[src/rtl/cap_pkg.sv]
package cap_pkg;
   // Trigger source codes (order is decoded by cap_trig_sel)
   typedef enum logic [2:0] {
      SRC_NONE  = 3'd0,
      SRC_NOW   = 3'd1,
      SRC_A_UP  = 3'd2,
      SRC_A_DN  = 3'd3,
      SRC_B_UP  = 3'd4,
      SRC_B_DN  = 3'd5,
      SRC_X0    = 3'd6,
      SRC_X1    = 3'd7
   } cap_src_e;

   localparam int CTL_ARM_BIT = 0;
   localparam int CTL_CLR_BIT = 1;
   localparam int NUM_EVT     = 6;
endpackage

[src/rtl/cap_trig_sel.sv]
module cap_trig_sel
   import cap_pkg::*;
(
   input  logic [2:0]         src_sel_i,
   input  logic [NUM_EVT-1:0] evt_i,
   output logic               hit_o
);
   logic [7:0] src_vec;

   // code 0: never, code 1: always, codes 2..7: event pulses
   assign src_vec = {evt_i, 1'b1, 1'b0};

   always_comb begin
      hit_o = src_vec[src_sel_i];
   end
endmodule

[src/rtl/cap_wr_ptr.sv]
module cap_wr_ptr #(
   parameter int AW = 14
) (
   input  logic          clk,
   input  logic          rst_n,
   input  logic          clr_i,
   input  logic          step_i,
   input  logic          cap_i,
   output logic [AW-1:0] ptr_o,
   output logic [AW-1:0] trig_ptr_o
);
   always_ff @(posedge clk) begin
      if (!rst_n) begin
         ptr_o      <= '0;
         trig_ptr_o <= '0;
      end else begin
         if (clr_i)       ptr_o <= '0;
         else if (step_i) ptr_o <= ptr_o + 1'b1;
         if (cap_i)       trig_ptr_o <= ptr_o;
      end
   end
endmodule

[src/rtl/cap_seq.sv]
module cap_seq #(
   parameter int DLY_W = 32
) (
   input  logic             clk,
   input  logic             rst_n,
   input  logic             arm_i,
   input  logic             clr_i,
   input  logic             vld_i,
   input  logic             hit_i,
   input  logic [DLY_W-1:0] delay_i,
   output logic             we_o,
   output logic             accept_o,
   output logic             triggered_o
);
   logic             armed_q;
   logic             seen_q;
   logic [DLY_W-1:0] cnt_q;
   logic             done;
   logic             cmd;

   assign cmd      = arm_i | clr_i;
   assign done     = armed_q & seen_q & (cnt_q == '0);
   assign we_o     = armed_q & vld_i & ~done;
   assign accept_o = armed_q & ~seen_q & hit_i & ~cmd;
   assign triggered_o = seen_q;

   always_ff @(posedge clk) begin
      if (!rst_n) begin
         armed_q <= 1'b0;
         seen_q  <= 1'b0;
         cnt_q   <= '0;
      end else if (cmd) begin
         if (clr_i) cnt_q <= '0;
         armed_q <= arm_i;
         seen_q  <= 1'b0;
      end else begin
         if (done) armed_q <= 1'b0;
         if (accept_o) begin
            seen_q <= 1'b1;
            cnt_q  <= delay_i;
         end else if (armed_q && seen_q && vld_i && cnt_q != '0) begin
            cnt_q <= cnt_q - 1'b1;
         end
      end
   end
endmodule

[src/rtl/armed_capture_ctrl.sv]
module armed_capture_ctrl
   import cap_pkg::*;
#(
   parameter int DEPTH = 16384,
   parameter int DLY_W = 32,
   parameter int CTL_W = 32,
   localparam int AW   = $clog2(DEPTH)
) (
   input  logic             clk,
   input  logic             rst_n,
   input  logic             ctrl_wr_i,
   input  logic [CTL_W-1:0] ctrl_i,
   input  logic [2:0]       src_sel_i,
   input  logic [DLY_W-1:0] delay_i,
   input  logic             smp_vld_i,
   input  logic             a_rise_i,
   input  logic             a_fall_i,
   input  logic             b_rise_i,
   input  logic             b_fall_i,
   input  logic             ext0_i,
   input  logic             ext1_i,
   output logic [AW-1:0]    wr_addr_o,
   output logic             wr_en_o,
   output logic [AW-1:0]    wr_ptr_o,
   output logic [AW-1:0]    trig_ptr_o,
   output logic             triggered_o
);
   if ((1 << AW) != DEPTH) begin : g_bad_depth
      $error("DEPTH must be a power of two");
   end
   if (CTL_W < 2) begin : g_bad_ctl
      $error("CTL_W must hold the arm and clear bits");
   end
   if (DLY_W < AW + 1) begin : g_bad_dly
      $error("DLY_W must cover a full buffer of post-trigger samples");
   end

   logic               arm_cmd;
   logic               clr_cmd;
   logic               hit;
   logic               accept;
   logic [NUM_EVT-1:0] evt;

   if (CTL_W > 2) begin : g_ctl_spare
      logic ctl_unused;
      assign ctl_unused = ^ctrl_i[CTL_W-1:2];
   end

   assign arm_cmd = ctrl_wr_i & ctrl_i[CTL_ARM_BIT];
   assign clr_cmd = ctrl_wr_i & ctrl_i[CTL_CLR_BIT];
   assign evt     = {ext1_i, ext0_i, b_fall_i, b_rise_i, a_fall_i, a_rise_i};

   cap_trig_sel i_trig_sel (
      .src_sel_i (src_sel_i),
      .evt_i     (evt),
      .hit_o     (hit)
   );

   cap_seq #(.DLY_W(DLY_W)) i_seq (
      .clk         (clk),
      .rst_n       (rst_n),
      .arm_i       (arm_cmd),
      .clr_i       (clr_cmd),
      .vld_i       (smp_vld_i),
      .hit_i       (hit),
      .delay_i     (delay_i),
      .we_o        (wr_en_o),
      .accept_o    (accept),
      .triggered_o (triggered_o)
   );

   cap_wr_ptr #(.AW(AW)) i_ptr (
      .clk        (clk),
      .rst_n      (rst_n),
      .clr_i      (clr_cmd),
      .step_i     (wr_en_o),
      .cap_i      (accept),
      .ptr_o      (wr_ptr_o),
      .trig_ptr_o (trig_ptr_o)
   );

   assign wr_addr_o = wr_ptr_o;
endmodule

[config.mk]
export PLATFORM = sky130hd
export DESIGN_NAME = armed_capture_ctrl
export DESIGN_NICKNAME = d
export VERILOG_FILES = /design/src/rtl/cap_pkg.sv /design/src/rtl/cap_trig_sel.sv /design/src/rtl/cap_wr_ptr.sv /design/src/rtl/cap_seq.sv /design/src/rtl/armed_capture_ctrl.sv
export SDC_FILE = /design/constraint.sdc
export NUM_CORES = 1
export LEC_CHECK = 0
export BUFFER_PORTS_ARGS = -buffer_cell sky130_fd_sc_hd__buf_2
export CORE_ASPECT_RATIO = 0.75
export CORE_UTILIZATION = 37
export CTS_CLUSTER_DIAMETER = 30
export DETAILED_ROUTE_END_ITERATION = 8
export REMOVE_ABC_BUFFERS = 1
export SLEW_MARGIN = 10
export SYNTH_ARGS = -nofsm -noshare
export SYNTH_HDL_FRONTEND = slang
export SYNTH_SLANG_ARGS = --single-unit
export TNS_END_PERCENT = 1
[constraint.sdc]
create_clock -name clk -period 2.6 [get_ports clk]
set_clock_uncertainty 0.1 [all_clocks]
set_input_delay 0.13 -clock clk [delete_from_list [all_inputs] [get_ports clk]]
set_output_delay 0.13 -clock clk [all_outputs]
set_load 0.01 [all_outputs]
-- Yosys cells after proc, flatten, opt, wreduce, memory -nomap -nowiden
Cells that the tools add are included.
Widths: inputs -> output; s select.
- reductions and logical operators: 10
- order comparisons: 1
- bitwise operators: 14
- equality and inequality tests: 1
- multiplexer cells: 8
- add/sub/neg operators: 2
- operator list (kind ; count):
    $mux 32 ; 4
    $logic_not 32->1 ; 1
    $reduce_bool 32->1 ; 1
    $sub 32x1->32 const B ; 1
    $add 14x1->14 const B ; 1
    $and 1x1->1 ; 9
    $lt 3x4->1 const B ; 1
    $not 1->1 ; 4
    $reduce_or 2->1 ; 2
    $bmux 1 s3 ; 1
    $logic_and 1x1->1 ; 3
    $mux 1 ; 3
    $reduce_bool 3->1 ; 1
    $ne 2x1->1 const B ; 1
    $reduce_and 2->1 ; 1
    $reduce_bool 2->1 ; 1
    $or 1x1->1 ; 1
- input port bits: 77
- bits in registers: 62
- logic and storage cells: 41
- output and inout bits: 44

-- Logic depth before layout (Yosys ltp)
Gate-level depths: netlist of run 1.
- depth in word-level cells: 6
- gate-level depth with buffers: 10
- depth with buffers taken out: 8

-- By module
Synthesis of run 1 repeated with hierarchy kept, for this count alone.
- cell total of the unflattened synthesis: 428
- area total of the unflattened synthesis: 3567.2 um2
- modules (own cells, without submodules) (module ; instances ; seq. area each (um2) ; cells each ; area an instance (um2)):
    cap_seq ; 1 ; 680.7 ; 288 ; 2223.4
    cap_wr_ptr ; 1 ; 560.5 ; 118 ; 1179.9
    armed_capture_ctrl ; 1 ; 0.0 ; 16 ; 117.6
    cap_trig_sel ; 1 ; 0.0 ; 6 ; 46.3

-- Least setup slack after synthesis of run 1
Ideal clock, no wire load.
- path kind: reg-to-reg
- start: reg i_seq.cnt_q[3]
- end: reg i_seq.cnt_q[29]
- required time: 2.425 ns
- setup slack: 0.258 ns
- cell stages (with the launch flop): 9
- arrival: 2.167 ns
- period minus slack after synthesis: 2.342 ns
- setup time: 0.075 ns
- path buffers: 2
- path through: dfxtp_1 -> or4_1 -> buf_2 -> or3_1 -> buf_6 -> nor4_4 -> nor4b_2 -> a21oi_1 -> o22ai_1
- cells in the longest elaborated chain, start to end: 4
- elaborated cells on any way between the ends: 8
- classes of those cells: 1 x add/sub; 3 x mux; 4 x reduce/logical
- RTL lines (element ; line ; text):
    start, declared ; cap_seq.sv:17 ; logic [DLY_W-1:0] cnt_q;
    start signal, assigned ; cap_seq.sv:40 ; cnt_q <= delay_i;
    start signal, assigned ; cap_seq.sv:42 ; cnt_q <= cnt_q - 1'b1;
    $sub 32x1->32 / $reduce_bool 32->1 (equally long branches) ; cap_seq.sv:42, cap_seq.sv:41 ;
    $mux 32 / $logic_and 1x1->1 (equally long branches) ; cap_seq.sv:41 ; end else if (armed_q && seen_q && vld_i && cnt_q != '0) begin
    $mux 32 / $reduce_bool 3->1 (equally long branches) ; n/a ;
    $mux 32 / $reduce_and 2->1 (equally long branches) ; n/a ;
Parallel ways exist; a longest one is shown, timed or not. The select of a mux whose other input is x is not followed.
A chain may end at the register's enable or synchronous reset.

-- Final worst setup path of run 1
- start: reg i_seq.cnt_q[12]
- end: reg i_seq.cnt_q[29]
The elaborated chain is that of the path after synthesis.

==> results of run 1 <==
## synthesized netlist by cell type, types with 3 or more instances
| cell type | number |
|---|---|
| sky130_fd_sc_hd__a21oi_1 | 52 |
| sky130_fd_sc_hd__a22oi_1 | 3 |
| sky130_fd_sc_hd__a311oi_1 | 4 |
| sky130_fd_sc_hd__buf_2 | 5 |
| sky130_fd_sc_hd__buf_4 | 15 |
| sky130_fd_sc_hd__buf_6 | 3 |
| sky130_fd_sc_hd__clkbuf_1 | 17 |
| sky130_fd_sc_hd__dfxtp_1 | 62 |
| sky130_fd_sc_hd__inv_1 | 9 |
| sky130_fd_sc_hd__mux2i_1 | 6 |
| sky130_fd_sc_hd__nand2_1 | 62 |
| sky130_fd_sc_hd__nand2b_1 | 4 |
| sky130_fd_sc_hd__nand3_1 | 13 |
| sky130_fd_sc_hd__nand4_1 | 7 |
| sky130_fd_sc_hd__nor2_1 | 36 |
| sky130_fd_sc_hd__nor3_1 | 22 |
| sky130_fd_sc_hd__nor3b_1 | 3 |
| sky130_fd_sc_hd__nor4_1 | 11 |
| sky130_fd_sc_hd__o21a_1 | 3 |
| sky130_fd_sc_hd__o21ai_0 | 7 |
| sky130_fd_sc_hd__o221a_2 | 7 |
| sky130_fd_sc_hd__o22ai_1 | 15 |
| sky130_fd_sc_hd__or2_2 | 4 |
| sky130_fd_sc_hd__or3_1 | 8 |
| sky130_fd_sc_hd__or4_1 | 8 |
| sky130_fd_sc_hd__xnor2_1 | 15 |
| sky130_fd_sc_hd__xor2_1 | 3 |
## cell families after synthesis
kind of cell    Yosys count  synth area share, %
buf+inv                  50                 7.81
flops                    62                 35.5
fa+ha+maj                 2                0.716
compound gates          112                 20.8
mux                       7                 2.36
simple gates            193                 28.2
xor+xnor                 18                 4.51
## how the worst min path moves through the flow
stage	startpoint	to	slack, ps
3_5_place_dp	delay_i[1]	i_seq.cnt_q[1]	290
2_1_floorplan	rst_n	i_seq.cnt_q[24]	160
5_1_grt	delay_i[5]	i_seq.cnt_q[5]	40
4_1_cts	delay_i[19]	i_seq.cnt_q[19]	3
6_report	delay_i[19]	i_seq.cnt_q[19]	10
3_3_place_gp	delay_i[1]	i_seq.cnt_q[1]	280
## power by group through the flow
stage | Clock (W) | Combinational (W) | Sequential (W)
final | 0.00133 | 0.000883 | 0.00101
after global routing | 0.00140 | 0.000967 | 0.00102
after CTS | 0.00136 | 0.000821 | 0.00101
after detailed placement | 0 | 0.000791 | 0.00103
after global placement | 0 | 0.000779 | 0.00103
after floorplan | 0 | 0.000511 | 0.00103
## layer usage
metal,vias up,part of all wire (%)
met5,-,0
met4,0,1.3
met3,12,5.5
met2,106,42
met1,1760,51
li1,1860,-
## state kept, by name, summed over array words and instances (netlist names)
name,flops
i_ptr.ptr_o,14
i_seq.cnt_q,32
i_seq.armed_q,1
i_ptr.trig_ptr_o,14
i_seq.triggered_o,1
## final cells by class
| type | count | area, um^2 |
|---|---|---|
| Inverter | 9 | 33.8 |
| Multi-Input combinational cell | 332 | 2040 |
| Clock buffer | 11 | 253 |
| Timing Repair Buffer | 151 | 997 |
| Sequential cell | 62 | 1240 |
| Tap cell | 128 | 160 |
| Clock inverter | 5 | 81.3 |
| Fill cell | 879 | 4310 |
## through the flow
| step | worst slack, ps | power (W) | std cells |
|---|---|---|---|
| finish | 142 | 0.00323 | 698 |
| global route | 28.2 | 0.00338 | 698 |
| CTS | 6.06 | 0.00319 | 694 |
| detailed placement | -69.8 | 0.00182 | 659 |
| global placement | -15.9 | 0.00181 | 659 |
| floorplan | -1750 | 0.00154 | 403 |
## worst register-to-register path: stages, from the launching register on
cell                      delay [ps]
sky130_fd_sc_hd__dfxtp_1         340
sky130_fd_sc_hd__or4_1           610
sky130_fd_sc_hd__or3_4           480
sky130_fd_sc_hd__nor4_4          410
sky130_fd_sc_hd__nor4b_2         260
sky130_fd_sc_hd__a21oi_1          60
sky130_fd_sc_hd__o22ai_1         120
## what timing repair did
action                                 4_1_cts  5_1_grt
setup endpoints to repair                   18       32
hold buffers                                19        0
pin swaps                                    2        2
buffers inserted                             0        4
gates resized for setup                      1       10
endpoints found under the hold margin       19        0
==> impl_metrics.toml, run 1 <==
[global_routing]
met2_layer_usage_reported_by_global_route_pct = 31.6
groute.layer.met3.usage_pct = 5.58
antenna_violations_before_repair = 0
grt.overflow.total = 0
busiest_layer = "met1"
grt_max_degree = 31
grt_pass1_wl_mm = 16.6
via_count_of_the_first_global_routing_pass = 3309
gr_util_met1_pct = 31.7
grt.total_usage_pct = 21.9

[critical_path]
critPathTopFamily = "simple AND/OR/NAND/NOR gates"
r2r_setup_slk_ps = 140
crit_start = "i_seq.cnt_q[12]"
cp_cell_sequence = "or4_1, or3_4, nor4_4, nor4b_2, a21oi_1, o22ai_1"
peak_fanout_along_the_critical_path = 8
r2r_end = "i_seq.cnt_q[29]"
critPathRequiredTime_ps = 2760
cp.buffers_inverters = 0
cpMaxStageDelayCell = "sky130_fd_sc_hd__or4_1"
critical_path_stages = 6
worstSetupEndpoint = "i_seq.cnt_q[29]"
r2r_start = "i_seq.cnt_q[12]"
reg2regPathDepth = 6
cp-end-kind = "flip-flop"
cpPeakStageDelay_ps = 610
cp-start-kind = "flip-flop"
crit_type = "reg -> reg"
timing.critical_path.arrival_ps = 2620

[final_layout]
finish.net_count = 644
layout.cells.most_common = "sky130_fd_sc_hd__buf_2"
flow.area_growth_from_synthesis_pct = 37.8
antennaDiodeCount = 0
final_area_um2 = 4810
final_cell_mix = "sky130_fd_sc_hd__buf_2, sky130_fd_sc_hd__nand2_1, sky130_fd_sc_hd__dfxtp_1"
utilization_pct = 52.7
drive_gt1_share_pct = 31.1

[sta]
maxSlewHeadroom_pct = 41.2
max_slew.worst_pin.slew_ps = 881
setup-violations-final = 0
rsz0062_at_grt = "no"
hold_violations = 0
max_clock_freq_mhz = 407
layout_worst_path_cycle_share_pct = 94.5
finalCriticalPeriod_ps = 2460
final.setup.tns_ps = 0
worst_hold_slack_across_all_endpoints_ps = 11.9
timing_max_transition_violations_final = 0

[power]
switching_share_pct = 29.1
net_switching_power_w = 0.000939
leakage_nw = 2.06
internal_power_w = 0.00229
pwr-share-comb_pct = 27.3
sequential_power_share_pct = 31.3
vdd_drop_max_v = 0.000314
power.share.clock_pct = 41.3
cellPowerDensity_nw_per_um2 = 671

[synthesis]
synth_enable_flop_cells = 0
async_flop_share_pct = 0
synthDominantAreaCellType = "sky130_fd_sc_hd__dfxtp_1"
synth-main-ff-cell = "sky130_fd_sc_hd__dfxtp_1"
synth_seq_area_share_pct = 35.5
netlist_instances = 444
yosysWarningCount = 0
synth_top_area_share_pct = 35.5
synth_area_per_cell_um2 = 7.87
area_contributors_post_synth = "sky130_fd_sc_hd__dfxtp_1, sky130_fd_sc_hd__a21oi_1, sky130_fd_sc_hd__nand2_1"
syn_area_um2 = 3490
synthDistinctLibCells = 56
ys_seq_elements = 62

[route]
totalWireLength_mm = 10.5
routedWlPerCell_um = 15.1
drc = 0
via_per_inst = 5.36
detail_route.first_pass.iterations = 5
dr.first_iter.drc_count = 241
drtAntennaViolNets = 0
dr_total_vias = 3738

[clocking]
clock_root_buffer_master = "sky130_fd_sc_hd__clkbuf_16"
total_cts_buffers = 9
clock_tree.htree_level_count = 3
cts.clk_slew.worst_paths_ps = 60
clkSinkCount = 62
max-clock-path-buffers = 2
tritoncts = "yes"
clkLatencyLatePin_ps = 340

[floorplan]
die_footprint_um2 = 9830
boundaryPins = 121
initial_utilization_pct = 38.3
placementRows = 30
y_dimension_of_the_die_um = 86.1
die_width_um = 114
floorplan.core_area_um2 = 9120

[place]
numPortBuffers = 90
post_dp_cell_area_um2 = 4190
hpwl_mm = 7.52
final_wtd_congestion = 0.834

[min_path]
hold_crit_class = "in -> reg"
min_path_cells = 3

[flow_run]
max-cap-violations = 0

[outcome]
status = "finished, final reports clean"
Power figures use the tool's default switching activity.
==> run 2: changes to the inputs <==
Settings changed: PLACE_DENSITY from default to 0.64.
==> run 2 against run 1 <==
Net effect:
- the flow now finishes with violations (hold timing)
- cell count is 0.72% lower
- non-clock buffer count shrank 5
- combinational power shrank 2%
- setup slack lost 67 ps
- clock power decreased by 3%
- sequential cell count did not move
- critical path depth unchanged
- largest power group unchanged
==> impl_metrics.toml, run 2 (synthesis gave the netlist of run 1 again) <==
[route]
routedWlPerCell_um = 15.3
dr.first_iter.drc_count = 205
detail_route.first_pass.iterations = 5
drc = 0
drtAntennaViolNets = 0
totalWireLength_mm = 10.6
via_per_inst = 5.38
dr_total_vias = 3731

[final_layout]
flow.area_growth_from_synthesis_pct = 36.5
finish.net_count = 639
max_flop_register = "i_seq.cnt_q"
layout.cells.non_filler = 693
drive_gt1_share_pct = 30.8
footprint_of_the_multi_input_gates_um2 = 2030
layout.cells.most_common = "sky130_fd_sc_hd__buf_2"
top_regs = "i_seq.cnt_q (32), i_ptr.ptr_o (14), i_ptr.trig_ptr_o (14)"
register_area_um2 = 1240
final_cell_mix = "sky130_fd_sc_hd__buf_2, sky130_fd_sc_hd__nand2_1, sky130_fd_sc_hd__dfxtp_1"
largest_register_ff_count = 32
fillers = 876
antennaDiodeCount = 0

[clocking]
tritoncts = "yes"
total_cts_buffers = 9
clkLatencyLatePin_ps = 330
cts.clk_slew.worst_paths_ps = 60
max-clock-path-buffers = 2
clkSinkCount = 62
clock_tree.htree_level_count = 3
clock_root_buffer_master = "sky130_fd_sc_hd__clkbuf_16"

[sta]
rsz0062_at_grt = "no"
setup_ws_ps = 74.9
hold_violations = 1
worst_hold_slack_across_all_endpoints_ps = -3.28
final.setup.tns_ps = 0
layout_worst_path_cycle_share_pct = 97.1
max_clock_freq_mhz = 396
finalCriticalPeriod_ps = 2530
timing_max_transition_violations_final = 0
maxSlewHeadroom_pct = 42.7
max_slew.worst_pin.slew_ps = 858
setup-violations-final = 0

[critical_path]
critPathRequiredTime_ps = 2370
cpMaxStageDelayCell = "sky130_fd_sc_hd__or4_1"
cpPeakStageDelay_ps = 560
timing.critical_path.arrival_ps = 2300
crit_type = "reg -> out"
cp-start-kind = "flip-flop"
cp-end-kind = "output port"
cp_cell_sequence = "or4_1, nor4_2, and4_4, buf_12, nor2_1, buf_2"
peak_fanout_along_the_critical_path = 14

[floorplan]
die_width_um = 114
initial_utilization_pct = 38.3
placementRows = 30
floorplan.core_area_um2 = 9120
die_footprint_um2 = 9830
y_dimension_of_the_die_um = 86.1
boundaryPins = 121

[global_routing]
grt_pass1_wl_mm = 17.3
via_count_of_the_first_global_routing_pass = 3510
antenna_violations_before_repair = 0
grt_max_degree = 35
grt.overflow.total = 0
grt.total_usage_pct = 22.7

[place]
final_wtd_congestion = 0.899
numPortBuffers = 90
pre_cts_slack_ps = -122
hpwl_mm = 7.52
place.detailed.instances = 659

[min_path]
hold_crit_class = "in -> reg"

[power]
vdd_drop_max_v = 0.000398
cellPowerDensity_nw_per_um2 = 664
leakage_nw = 2.05

[outcome]
status = "complete, but fails checks"
failing_checks = "hold timing"

[flow_run]
max-cap-violations = 0
run 2: changes by cell type in the layout (fill, tap and decap cells not counted), sizes merged:
cell         previous run  this run
clkinvlp                1         0
clkbuf                 11        12
dlygate4sd3            19        14
run 2: final timing paths:
| path | depth (start not counted) | to | slack, ps | start |
|---|---|---|---|---|
| worst max-delay path | 6 | wr_en_o | 70 | i_seq.cnt_q[21] |
| worst max register to register | 8 | i_seq.cnt_q[1] | 100 | i_seq.cnt_q[21] |
| worst min-delay path | 3 | i_seq.cnt_q[22] | -3 | delay_i[22] |
| worst min register to register | 2 | i_ptr.trig_ptr_o[0] | 350 | i_ptr.trig_ptr_o[0] |
run 2: worst max-delay path, delay by kind of cell (launching register included):
family                 cells  cell delay, ps
buffers and inverters      2             300
flip-flops                 1             330
AND/OR/NAND/NOR            4            1330
run 2: through the flow:
| stage | area (um^2) | hold WS (ps) | util, % | power, W |
|---|---|---|---|---|
| finish | 4770 | -3.28 | 52.3 | 0.00316 |
| global route | 4770 | 23.0 | 52.3 | 0.00332 |
| CTS | 4690 | 0.854 | 51.4 | 0.00313 |
| detailed placement | 4220 | 290 | 46.3 | 0.00181 |
| global placement | 4220 | 274 | 46.3 | 0.00180 |
| floorplan | 3250 | 163 | - | 0.00154 |
run 2: report_power, final:
part / switching (W) / internal, W / total [W]
logic: 0.000459 / 0.000404 / 0.000863
registers: 0.0000305 / 0.000982 / 0.00101
clock network: 0.000426 / 0.000862 / 0.00129
run 2: cell type report:
type	count	share of cell area, %
clock buffer	12	5.17
clock inverter	4	1.47
tap	128	3.36
timing repair buffer	146	20.6
inverter	9	0.709
multi-input combinational	332	42.7
sequential	62	26.0
run 2: what timing repair did:
item,CTS,global route
hold buffers,14,0
endpoints found under the setup margin,24,28
pin swaps,2,2
gates resized for setup,2,7
hold endpoints to repair,14,0
buffers inserted,0,4
run 2: metal layers:
layer  global-route usage (%)  part of all wire, %  up-vias
li1                         -                    -     1846
met1                     31.2                   47     1737
met2                     34.8                   45      131
met3                     5.16                  7.2       17
met4                     7.91                  1.5        0
met5                        0                    0        -
==> run 3: changes to the inputs <==
Settings changed: BUFFER_PORTS_ARGS -buffer_cell sky130_fd_sc_hd__buf_2 to -buffer_cell sky130_fd_sc_hd__buf_4, CORE_UTILIZATION 37 to 50, PLACE_DENSITY 0.64 to 0.82.
==> run 3 against run 2 <==
Net effect:
- the flow finishes with violations (DRC)
- register-to-register slack got worse by 60 ps
- maximum frequency fell by 1.2%
- via count rose by 7.4%
- count of clock-buffer cells in the layout rose by 1
- die area fell by 26%
- critical path type is now reg -> reg
- largest cell class unchanged
==> impl_metrics.toml, run 3 (synthesis gave the netlist of run 1 again) <==
[critical_path]
r2r_start = "i_seq.cnt_q[13]"
cpMaxStageDelayCell = "sky130_fd_sc_hd__or4_1"
cp-start-kind = "flip-flop"
r2r_setup_slk_ps = 40
critPathRequiredTime_ps = 2700
cp-end-kind = "flip-flop"
r2r_end = "i_seq.cnt_q[31]"
crit_type = "reg -> reg"
peak_fanout_along_the_critical_path = 8
reg2regPathDepth = 6
cp_cell_sequence = "or4_1, or3_4, nor4_4, nand2_1, a21oi_1, o22ai_1"
timing.critical_path.arrival_ps = 2660
crit_start = "i_seq.cnt_q[13]"
cpPeakStageDelay_ps = 610

[route]
totalWireLength_mm = 11.3
drtAntennaViolNets = 0
drc = 1
dr.first_iter.drc_count = 450
via_per_inst = 6.16
detail_route.first_pass.iterations = 9
dr_total_vias = 4008
routedWlPerCell_um = 17.3

[final_layout]
finish.net_count = 644
layout.cells.non_filler = 651
antennaDiodeCount = 0
max_flop_register = "i_seq.cnt_q"
top_regs = "i_seq.cnt_q (32), i_ptr.ptr_o (14), i_ptr.trig_ptr_o (14)"
layout.cells.most_common = "sky130_fd_sc_hd__buf_4"
flow.area_growth_from_synthesis_pct = 38.6
drive_gt1_share_pct = 31.1
largest_register_ff_count = 32
final_cell_mix = "sky130_fd_sc_hd__buf_4, sky130_fd_sc_hd__nand2_1, sky130_fd_sc_hd__dfxtp_1"
fillers = 447

[place]
final_wtd_congestion = 0.938
hpwl_mm = 7.62
numPortBuffers = 90
pre_cts_slack_ps = -146
place.detailed.instances = 614

[power]
vdd_drop_max_v = 0.000445
cellPowerDensity_nw_per_um2 = 585
leakage_nw = 2.03

[outcome]
status = "complete, but fails checks"
failing_checks = "DRC"

[floorplan]
y_dimension_of_the_die_um = 74.4
initial_utilization_pct = 53.7
die_footprint_um2 = 7330
boundaryPins = 121
placementRows = 25
floorplan.core_area_um2 = 6510
die_width_um = 98.5

[sta]
max_slew.worst_pin.slew_ps = 858
maxSlewHeadroom_pct = 42.8
layout_worst_path_cycle_share_pct = 98.3
worst_hold_slack_across_all_endpoints_ps = 0.815
max_clock_freq_mhz = 391
hold_violations = 0
final.setup.tns_ps = 0
setup_ws_ps = 42.9
setup-violations-final = 0
finalCriticalPeriod_ps = 2560
timing_max_transition_violations_final = 0

[global_routing]
antenna_violations_before_repair = 0
via_count_of_the_first_global_routing_pass = 3696
grt_max_degree = 36
grt_pass1_wl_mm = 17.4
grt.overflow.total = 0
grt.total_usage_pct = 30.5

[clocking]
clkSinkCount = 62
tritoncts = "yes"
clock_tree.htree_level_count = 3
clkLatencyLatePin_ps = 360
clock_root_buffer_master = "sky130_fd_sc_hd__clkbuf_8"
total_cts_buffers = 9
max-clock-path-buffers = 2
cts.clk_slew.worst_paths_ps = 70

[min_path]
worst_hold_path.endpoint = "i_seq.cnt_q[29]"
min_path_cells = 3
hold_crit_class = "in -> reg"
min-delay-start = "delay_i[29]"

[flow_run]
max-cap-violations = 0
-- run 3: cell count changes in the layout (fill, tap and decap cells not counted), sizes merged --
cell         before  now
buf             132  133
clkinv            2    1
clkbuf           12   13
bufinv            2    1
dlygate4sd3      14   18
clkinvlp          0    1
-- run 3: worst max-delay path by stage --
stage                                 end  slack [ps]
after floorplan           i_seq.cnt_q[19]       -1750
after global placement    i_seq.cnt_q[27]         -30
after detailed placement   i_seq.cnt_q[6]        -150
after CTS                         wr_en_o          10
after global routing      i_seq.cnt_q[31]         -70
final                     i_seq.cnt_q[31]          40
-- run 3: metrics by stage --
stage | area [um^2] | power (W) | util (%)
2_1_floorplan | 3250 | 0.00154 | -
3_3_place_gp | 4370 | 0.00181 | 67.1
3_5_place_dp | 4370 | 0.00184 | 67.1
5_1_grt | 4840 | 0.00294 | 74.4
6_report | 4840 | 0.00283 | 74.4
4_1_cts | 4780 | 0.00274 | 73.5
-- run 3: what timing repair did --
action                                  4_1_cts  5_1_grt
pin swaps                                     1        0
hold buffers                                 18        0
gates resized for setup                       2       11
setup buffers                                 3        0
endpoints found under the setup margin       20       22
endpoints found under the hold margin        18        0
-- run 3: routing by layer --
layer / track usage [%] / vias to the layer above / routed length [um] / part of all wire [%]
met1: 37.9 / 1857 / 4560 / 40
met5: 0 / - / 0 / 0
met4: 10.9 / 0 / 292 / 2.6
li1: - / 1844 / - / -
met3: 9.30 / 37 / 1150 / 10
met2: 51.1 / 270 / 5270 / 47
-- run 3: power by group --
| group | internal [W] | leakage, nW | switching [W] | total, W |
|---|---|---|---|---|
| logic | 0.000435 | 1.43 | 0.000490 | 0.000925 |
| clock network | 0.000495 | 0.0996 | 0.000399 | 0.000893 |
| registers | 0.000980 | 0.501 | 0.0000317 | 0.00101 |
-- run 3: final cells by class --
class / count / area, um^2 / share of cell area, %
Clock buffer: 13 / 159 / 3.28
Clock inverter: 3 / 42.5 / 0.879
Inverter: 9 / 33.8 / 0.698
Multi-Input combinational cell: 332 / 2050 / 42.4
Sequential cell: 62 / 1240 / 25.7
Tap cell: 81 / 101 / 2.09
Timing Repair Buffer: 151 / 1210 / 25.0
-- run 3: worst max-delay path, delay by kind of cell, from the launching register on --
family	cells	cell delay, ps
simple gates	4	1620
compound gates	2	330
flops	1	360
